`src/rtl/marker_sched_pkg.sv`:
```
`timescale 1ns/1ps
package marker_sched_pkg;

    localparam int unsigned TIME_W   = 32;
    localparam int unsigned MARK_W   = 16;
    localparam int unsigned ACQ0_BIT = 14;
    localparam int unsigned ACQ1_BIT = 15;
    localparam int unsigned PIN_CNT  = 4;

    typedef enum logic [1:0] {
        OP_LEVEL = 2'b00,
        OP_BLIP  = 2'b01,
        OP_ACQ   = 2'b10,
        OP_SHIFT = 2'b11
    } mark_op_e;

    typedef struct packed {
        logic [TIME_W-1:0] due;
        logic [MARK_W-1:0] value;
        mark_op_e          op;
    } mark_entry_t;

    // Number of ticks a released value stays before auto-return (0 = stays)
    function automatic int unsigned hold_ticks(mark_op_e op, int unsigned blip_len,
                                               int unsigned acq_len);
        case (op)
            OP_BLIP: return blip_len;
            OP_ACQ:  return acq_len;
            default: return 0;
        endcase
    endfunction

    function automatic logic [TIME_W-1:0] due_time(logic [TIME_W-1:0] origin,
                                                   logic [TIME_W-1:0] offset);
        return origin + offset;
    endfunction

endpackage

```
`src/rtl/marker_cmd_fifo.sv`:
```
`timescale 1ns/1ps
module marker_cmd_fifo
    import marker_sched_pkg::*;
#(
    parameter int unsigned DEPTH = 16,
    localparam int unsigned CNT_W = $clog2(DEPTH + 1)
) (
    input  logic             clk,
    input  logic             rst,
    input  logic             wr_en,
    input  mark_entry_t      wr_data,
    input  logic             rd_en,
    output mark_entry_t      rd_data,
    output logic             rd_valid,
    output logic             full,
    output logic [CNT_W-1:0] level
);
    localparam int unsigned PTR_W = (DEPTH > 1) ? $clog2(DEPTH) : 1;
    localparam logic [PTR_W-1:0] LAST = PTR_W'(DEPTH - 1);

    mark_entry_t      slots [DEPTH];
    logic [PTR_W-1:0] wr_ptr, rd_ptr;
    logic [CNT_W-1:0] count;
    logic             wr_ok, rd_ok;

    assign full     = (count == CNT_W'(DEPTH));
    assign rd_valid = (count != '0);
    assign wr_ok    = wr_en && !full;
    assign rd_ok    = rd_en && rd_valid;
    assign rd_data  = slots[rd_ptr];
    assign level    = count;

    always_ff @(posedge clk) begin
        if (wr_ok) begin
            slots[wr_ptr] <= wr_data;
        end
    end

    always_ff @(posedge clk) begin
        if (rst) begin
            wr_ptr <= '0;
            rd_ptr <= '0;
            count  <= '0;
        end else begin
            if (wr_ok) begin
                wr_ptr <= (wr_ptr == LAST) ? '0 : wr_ptr + PTR_W'(1);
            end
            if (rd_ok) begin
                rd_ptr <= (rd_ptr == LAST) ? '0 : rd_ptr + PTR_W'(1);
            end
            count <= count + CNT_W'(wr_ok) - CNT_W'(rd_ok);
        end
    end

endmodule

```
`src/rtl/marker_release.sv`:
```
`timescale 1ns/1ps
module marker_release
    import marker_sched_pkg::*;
#(
    parameter int unsigned BLIP_TICKS = 5,
    parameter int unsigned ACQ_TICKS  = 10,
    localparam int unsigned HOLD_MAX  = (BLIP_TICKS > ACQ_TICKS) ? BLIP_TICKS : ACQ_TICKS,
    localparam int unsigned HOLD_W    = $clog2(HOLD_MAX + 1)
) (
    input  logic              clk,
    input  logic              rst,
    input  logic [TIME_W-1:0] tick,
    input  mark_entry_t       head,
    input  logic              head_valid,
    output logic              fire,
    output logic              late_flag,
    output logic [MARK_W-1:0] live_value,
    output logic [HOLD_W-1:0] hold_left
);
    logic is_late;

    always_comb begin
        fire    = head_valid && (tick >= head.due);
        is_late = fire && (tick > head.due);
    end

    always_ff @(posedge clk) begin
        if (rst) begin
            live_value <= '0;
            hold_left  <= '0;
            late_flag  <= 1'b0;
        end else begin
            if (fire) begin
                live_value <= head.value;
                hold_left  <= HOLD_W'(hold_ticks(head.op, BLIP_TICKS, ACQ_TICKS));
            end else if (hold_left != '0) begin
                hold_left <= hold_left - HOLD_W'(1);
                if (hold_left == HOLD_W'(1)) begin
                    live_value <= '0;
                end
            end
            if (is_late) begin
                late_flag <= 1'b1;
            end
        end
    end

endmodule

```
`src/rtl/marker_align_delay.sv`:
```
`timescale 1ns/1ps
module marker_align_delay #(
    parameter int unsigned STAGES = 24,
    parameter int unsigned W      = 16
) (
    input  logic         clk,
    input  logic         rst,
    input  logic [W-1:0] din,
    output logic [W-1:0] dout
);
    generate
        if (STAGES == 0) begin : g_direct
            assign dout = din;
        end else begin : g_line
            logic [W-1:0] pipe [STAGES];
            always_ff @(posedge clk) begin
                if (rst) begin
                    for (int i = 0; i < int'(STAGES); i++) begin
                        pipe[i] <= '0;
                    end
                end else begin
                    pipe[0] <= din;
                    for (int i = 1; i < int'(STAGES); i++) begin
                        pipe[i] <= pipe[i-1];
                    end
                end
            end
            assign dout = pipe[STAGES-1];
        end
    endgenerate

endmodule

```
`src/rtl/marker_sched.sv`:
```
`timescale 1ns/1ps
module marker_sched
    import marker_sched_pkg::*;
#(
    parameter int unsigned DEPTH        = 16,
    parameter int unsigned ALIGN_DELAY  = 25,
    parameter int unsigned BLIP_TICKS   = 5,
    parameter int unsigned ACQ_TICKS    = 10
) (
    input  logic              clk,
    input  logic              rst,
    input  logic              cmd_valid,
    input  logic [1:0]        cmd_op,
    input  logic [TIME_W-1:0] cmd_time,
    input  logic [MARK_W-1:0] cmd_value,
    output logic              cmd_ready,
    output logic [TIME_W-1:0] tick_now,
    output logic [MARK_W-1:0] marker_out,
    output logic [1:0]        acq_trig,
    output logic [PIN_CNT-1:0] pin_out,
    output logic              late_flag
);
    localparam int unsigned CNT_W    = $clog2(DEPTH + 1);
    localparam int unsigned HOLD_MAX = (BLIP_TICKS > ACQ_TICKS) ? BLIP_TICKS : ACQ_TICKS;
    localparam int unsigned HOLD_W   = $clog2(HOLD_MAX + 1);
    // one stage is the release register itself
    localparam int unsigned LINE_STAGES = (ALIGN_DELAY > 0) ? ALIGN_DELAY - 1 : 0;

    logic [TIME_W-1:0] tick_q;
    logic [TIME_W-1:0] origin_q;
    mark_op_e          op_in;
    logic              accept, enqueue, fifo_full, head_valid, release_fire;
    mark_entry_t       new_entry, head;
    logic [CNT_W-1:0]  fifo_level;
    logic [MARK_W-1:0] live_value;
    logic [HOLD_W-1:0] hold_left;
    logic [TIME_W-1:0] head_due;

    assign op_in    = mark_op_e'(cmd_op);
    assign accept   = cmd_valid && cmd_ready;
    assign enqueue  = accept && (op_in != OP_SHIFT);
    assign head_due = head.due;

    always_comb begin
        new_entry.due   = due_time(origin_q, cmd_time);
        new_entry.value = cmd_value;
        new_entry.op    = op_in;
    end

    always_ff @(posedge clk) begin
        if (rst) begin
            tick_q   <= '0;
            origin_q <= '0;
        end else begin
            tick_q <= tick_q + TIME_W'(1);
            if (accept && (op_in == OP_SHIFT)) begin
                origin_q <= origin_q + cmd_time;
            end
        end
    end

    marker_cmd_fifo #(.DEPTH(DEPTH)) u_queue (
        .clk      (clk),
        .rst      (rst),
        .wr_en    (enqueue),
        .wr_data  (new_entry),
        .rd_en    (release_fire),
        .rd_data  (head),
        .rd_valid (head_valid),
        .full     (fifo_full),
        .level    (fifo_level)
    );

    marker_release #(
        .BLIP_TICKS (BLIP_TICKS),
        .ACQ_TICKS  (ACQ_TICKS)
    ) u_release (
        .clk        (clk),
        .rst        (rst),
        .tick       (tick_q),
        .head       (head),
        .head_valid (head_valid),
        .fire       (release_fire),
        .late_flag  (late_flag),
        .live_value (live_value),
        .hold_left  (hold_left)
    );

    marker_align_delay #(.STAGES(LINE_STAGES), .W(MARK_W)) u_align (
        .clk  (clk),
        .rst  (rst),
        .din  (live_value),
        .dout (marker_out)
    );

    assign cmd_ready = !fifo_full;
    assign tick_now  = tick_q;
    assign acq_trig  = {marker_out[ACQ1_BIT], marker_out[ACQ0_BIT]};
    assign pin_out   = marker_out[PIN_CNT-1:0];

endmodule

```
`config.mk`:
```
export PLATFORM = sky130hd
export DESIGN_NAME = marker_sched
export DESIGN_NICKNAME = d
export VERILOG_FILES = /design/src/rtl/marker_sched_pkg.sv /design/src/rtl/marker_cmd_fifo.sv /design/src/rtl/marker_release.sv /design/src/rtl/marker_align_delay.sv /design/src/rtl/marker_sched.sv
export SDC_FILE = /design/constraint.sdc
export NUM_CORES = 1
export LEC_CHECK = 0
export BUFFER_PORTS_ARGS = -buffer_cell sky130_fd_sc_hd__buf_2
export CORE_MARGIN = 3
export CORE_UTILIZATION = 44
export CTS_CLUSTER_DIAMETER = 150
export CTS_CLUSTER_SIZE = 8
export DETAILED_ROUTE_END_ITERATION = 10
export GPL_TIMING_DRIVEN = 0
export PLACE_DENSITY_LB_ADDON = 0.2
export SLEW_MARGIN = 30
export SYNTH_ARGS = -nofsm -noshare
export SYNTH_HDL_FRONTEND = slang
export SYNTH_SLANG_ARGS = --single-unit
```
`constraint.sdc`:
```
create_clock -name clk -period 6.4 [get_ports clk]
set_clock_uncertainty 0.2 [all_clocks]
set_input_delay 0.96 -clock clk [delete_from_list [all_inputs] [get_ports clk]]
set_output_delay 0.96 -clock clk [all_outputs]
set_load 0.02 [all_outputs]
```
==> results.json <==
{
  "cts_tree": "built",
  "ys.flop_type": "edfxtp_1",
  "synthCells": 2754,
  "yosys-top-cells-area": "edfxtp_1 51%, dfxtp_1 21%, mux4_2 12%, nor2b_1 5.2%, ha_1 2.1%",
  "period_needed_ns": 6.081,
  "min_path_type": "reg -> reg",
  "cts_hold_buf": 0,
  "reg2regPathDepth": 23,
  "die_h_um": 332.2,
  "synth_seq_area_share_pct": 72.09,
  "routed_wl_mm": 109.1,
  "path_common_cell": "ha_1",
  "slew_viol_final": 0,
  "gr-total-overflow": 0,
  "setup_viol": 0,
  "r2r_slack_ns": 0.32,
  "syn_avg_cell_area_sq_um": 17.00,
  "place_inst": 4339,
  "setup_slack_ns": 0.3192,
  "cts_buffers": 178,
  "place.gp.congestion": 0.8483,
  "start_util_pct": 44.41,
  "die_x_um": 332.2,
  "die_area_sq_um": 110400,
  "worstPathCellList": "clkbuf_4, clkbuf_8, clkbuf_4, mux4_2, mux4_2, inv_1, ha_1, a21o_1, a21o_1, a21oi_1, o21a_1, o211ai_1, a221o_2, o21ai_4, inv_6, ha_1, inv_1, ha_1, fa_2, a21oi_2, nor2_1, or3_1, a21oi_1",
  "power_density_nw_per_um2": 329.2,
  "critPathBufInv": 6,
  "worstHoldPathCells": 1,
  "port_buffers": 107,
  "fillers": 8250,
  "routedWlPerCell_um": 23.57,
  "path_clk_slew_ns": 0.05,
  "first_pass_iters": 5,
  "drive_gt1_share_pct": 23.90,
  "r2r-end": "u_queue.level[4]$_SDFF_PP0_",
  "relSlewSlack_pct": 29.47,
  "antenna_found_initial": 4,
  "ir_worst_vdd_mv": 0.2590,
  "crit_fanout": 16,
  "ios": 109,
  "vias": 24850,
  "num_rows": 119,
  "yosysTopAreaCellShare_pct": 51.31,
  "max_cap_violations": 0,
  "clock_sinks": 1286,
  "syn_area_sq_um": 46820,
  "via_per_inst": 5.371,
  "worstMarginPinSlew_ns": 1.058,
  "met1Wirelength_mm": 43.87,
  "holdWs_ns": 0.2270,
  "worstPathArrival_ns": 6.55,
  "drc": 0,
  "crit_type": "reg -> reg",
  "area_delta_synth_final_pct": 20.56,
  "hp-start": "u_align.g_line.pipe[8][2]$_SDFF_PP0_",
  "start_kind": "flop",
  "pre_cts_ws_ns": -1.962,
  "power_uw": 18580,
  "grt_first_pass_wirelength_mm": 162.1,
  "max_freq_mhz": 164.5,
  "core_area_sq_um": 105400,
  "syn-num-nets": 2887,
  "layout.cells.non_filler": 4627,
  "total_leakage_power_uw": 0.01969,
  "yosys.cell_types.count": 65,
  "cp_top_family": "compound AO/OA/AOI/OAI gates",
  "clk_path_buf_depth": 3,
  "grt_max_degree": 20,
  "layout.nets": 3275,
  "cp-end-kind": "flop",
  "first_iter_violations": 2211,
  "top_layer_used": "met5",
  "slowest_stage": "a221o_2",
  "grt_pass1_vias": 25740,
  "met2_length_mm": 55.40,
  "synth_top_cell_by_area": "edfxtp_1",
  "final_hold_viol_count": 0,
  "synth-seq-cells": 1286,
  "min_to": "u_align.g_line.pipe[9][2]$_SDFF_PP0_",
  "h-tree-depth": 4,
  "post-dp-hpwl_mm": 74.36,
  "grt_usage_pct": 19.82,
  "ys_warn_count": 0,
  "rsz0062_at_grt": "false",
  "antenna_left": 0,
  "met3_length_mm": 6.429,
  "cts_root_buf": "clkbuf_16",
  "required_ns": 6.87,
  "period_share_pct": 95.01,
  "cp_slowest_stage_delay_ns": 0.57,
  "synthArstFlopShare_pct": 0,
  "status": "finished, final reports clean",
  "synth-edff-count": 800,
  "clk_latency_ns": 0.75
}
[routing by layer]
layer	global-route usage [%]	vias up
met2	33.85	822
met1	25.28	12770
met3	3.711	217
met5	0	-
met4	7.357	2
li1	-	11040
[area by class of cell]
cell class / instances / area [sq um] / area share (%)
diodes: 2 / 5.005 / 0.008867
repair buffers: 209 / 2211 / 3.917
inverters: 57 / 219.0 / 0.3879
well taps: 1391 / 1740 / 3.084
clock buffers: 257 / 4772 / 8.455
clock inverters: 15 / 252.7 / 0.4478
flip-flops and latches: 1286 / 33750 / 59.80
plain buffers: 133 / 827.0 / 1.465
multi-input cells: 1277 / 12660 / 22.43
[cell usage in the layout (no fill, tap or decap), drive strengths merged, types with 4 or more instances in the layout]
| cell type | count |
|---|---|
| a2111oi | 4 |
| a21boi | 4 |
| a21o | 24 |
| a21oi | 87 |
| a31oi | 4 |
| and3 | 15 |
| and4 | 5 |
| buf | 246 |
| clkbuf | 353 |
| clkinv | 9 |
| dfxtp | 486 |
| edfxtp | 800 |
| ha | 78 |
| inv | 63 |
| mux2i | 4 |
| mux4 | 250 |
| nand2 | 103 |
| nand3 | 39 |
| nand4 | 14 |
| nor2 | 80 |
| nor2b | 392 |
| nor3 | 15 |
| o21a | 10 |
| o21ai | 27 |
| o31ai | 7 |
| or3 | 8 |
| xnor2 | 34 |
| xor2 | 31 |
[worst reg2reg max path, cell delays in order (launching register included)]
cell      delay (ns)
dfxtp_1         0.33
clkbuf_4        0.23
clkbuf_8        0.26
clkbuf_4        0.36
mux4_2          0.35
mux4_2          0.48
inv_1           0.08
ha_1            0.23
a21o_1          0.16
a21o_1          0.17
a21oi_1         0.14
o21a_1          0.17
o211ai_1        0.30
a221o_2         0.57
o21ai_4         0.26
inv_6           0.11
ha_1            0.30
inv_1           0.04
ha_1            0.20
fa_2            0.39
a21oi_2         0.14
nor2_1          0.05
or3_1           0.34
a21oi_1         0.14
[cells in the mapped netlist (3+ instances only)]
cell type / number
a21boi_0: 3
dfxtp_1: 486
nand2_1: 103
nor3_1: 15
a2111oi_0: 3
xor2_1: 31
nor2_1: 80
or3_1: 8
buf_4: 6
mux2i_1: 4
clkbuf_1: 97
o31ai_1: 5
o211ai_1: 3
a21o_1: 24
buf_1: 10
nor2b_1: 392
ha_1: 78
nand4_1: 14
nand3_1: 39
and3_1: 15
and4_1: 4
o21a_1: 10
inv_1: 56
nand2b_1: 3
mux4_2: 250
buf_2: 20
a31oi_1: 3
nand3b_1: 3
xnor2_1: 34
a21oi_1: 87
edfxtp_1: 800
o21ai_0: 22
[metrics by stage]
stage	instance area (sq um)	TNS [ns]	util, %
finish	56440	0	53.54
global route	56440	0	53.54
CTS	56130	0	53.24
detailed placement	50910	-25.52	48.29
global placement	49090	-1880.82	46.57
floorplan	46820	0	-
[cell families (layout without fill, tap and decap cells)]
logic type      count (synthesis)  after routing  synth area share, %
compound gates                187            187                2.560
flops                        1286           1286                72.09
simple gates                  691            691                8.202
other cells                     0              2                    0
xor+xnor                       65             65                1.216
buf+inv                       191            671                1.649
mux                           254            254                12.11
fa+ha+maj                      80             80                2.170
[worst max path at each step]
| stage | end | slack [ns] | depth (start not counted) |
|---|---|---|---|
| 6_report | u_queue.level[4]$_SDFF_PP0_ | 0.32 | 23 |
| 5_1_grt | u_queue.level[4]$_SDFF_PP0_ | 0.05 | 23 |
| 4_1_cts | u_queue.level[4]$_SDFF_PP0_ | 0.003 | 23 |
| 3_5_place_dp | u_queue.level[4]$_SDFF_PP0_ | -1.96 | 23 |
| 3_3_place_gp | u_queue.slots[3][27]$_DFFE_PP_ | -4.81 | 5 |
| 2_1_floorplan | u_queue.level[4]$_SDFF_PP0_ | 0.56 | 24 |
[state kept, by name, indices dropped and copies added, names as in the netlist, named ones only]
register              count
u_release.live_value     16
u_align.g_line.pipe     384
origin_q                 32
tick_now                 32
u_release.late_flag       1
u_queue.level             5
u_queue.wr_ptr            4
u_queue.slots           800
u_queue.rd_ptr            4
u_release.hold_left       4
[power breakdown]
part	internal, uW	switching, uW	total (uW)
clock	5100	3310	8420
combinational	342	670	1010
sequential	9100	51.9	9150
[timing repair]
action                     CTS  global route
buffers inserted             0            15
gates resized for setup     64            35
cloned                       0             0
setup endpoints to repair   33             1
pin swaps                    2             4
hold endpoints to repair     0             0
No activity file was read; power rests on OpenSTA's default activity.
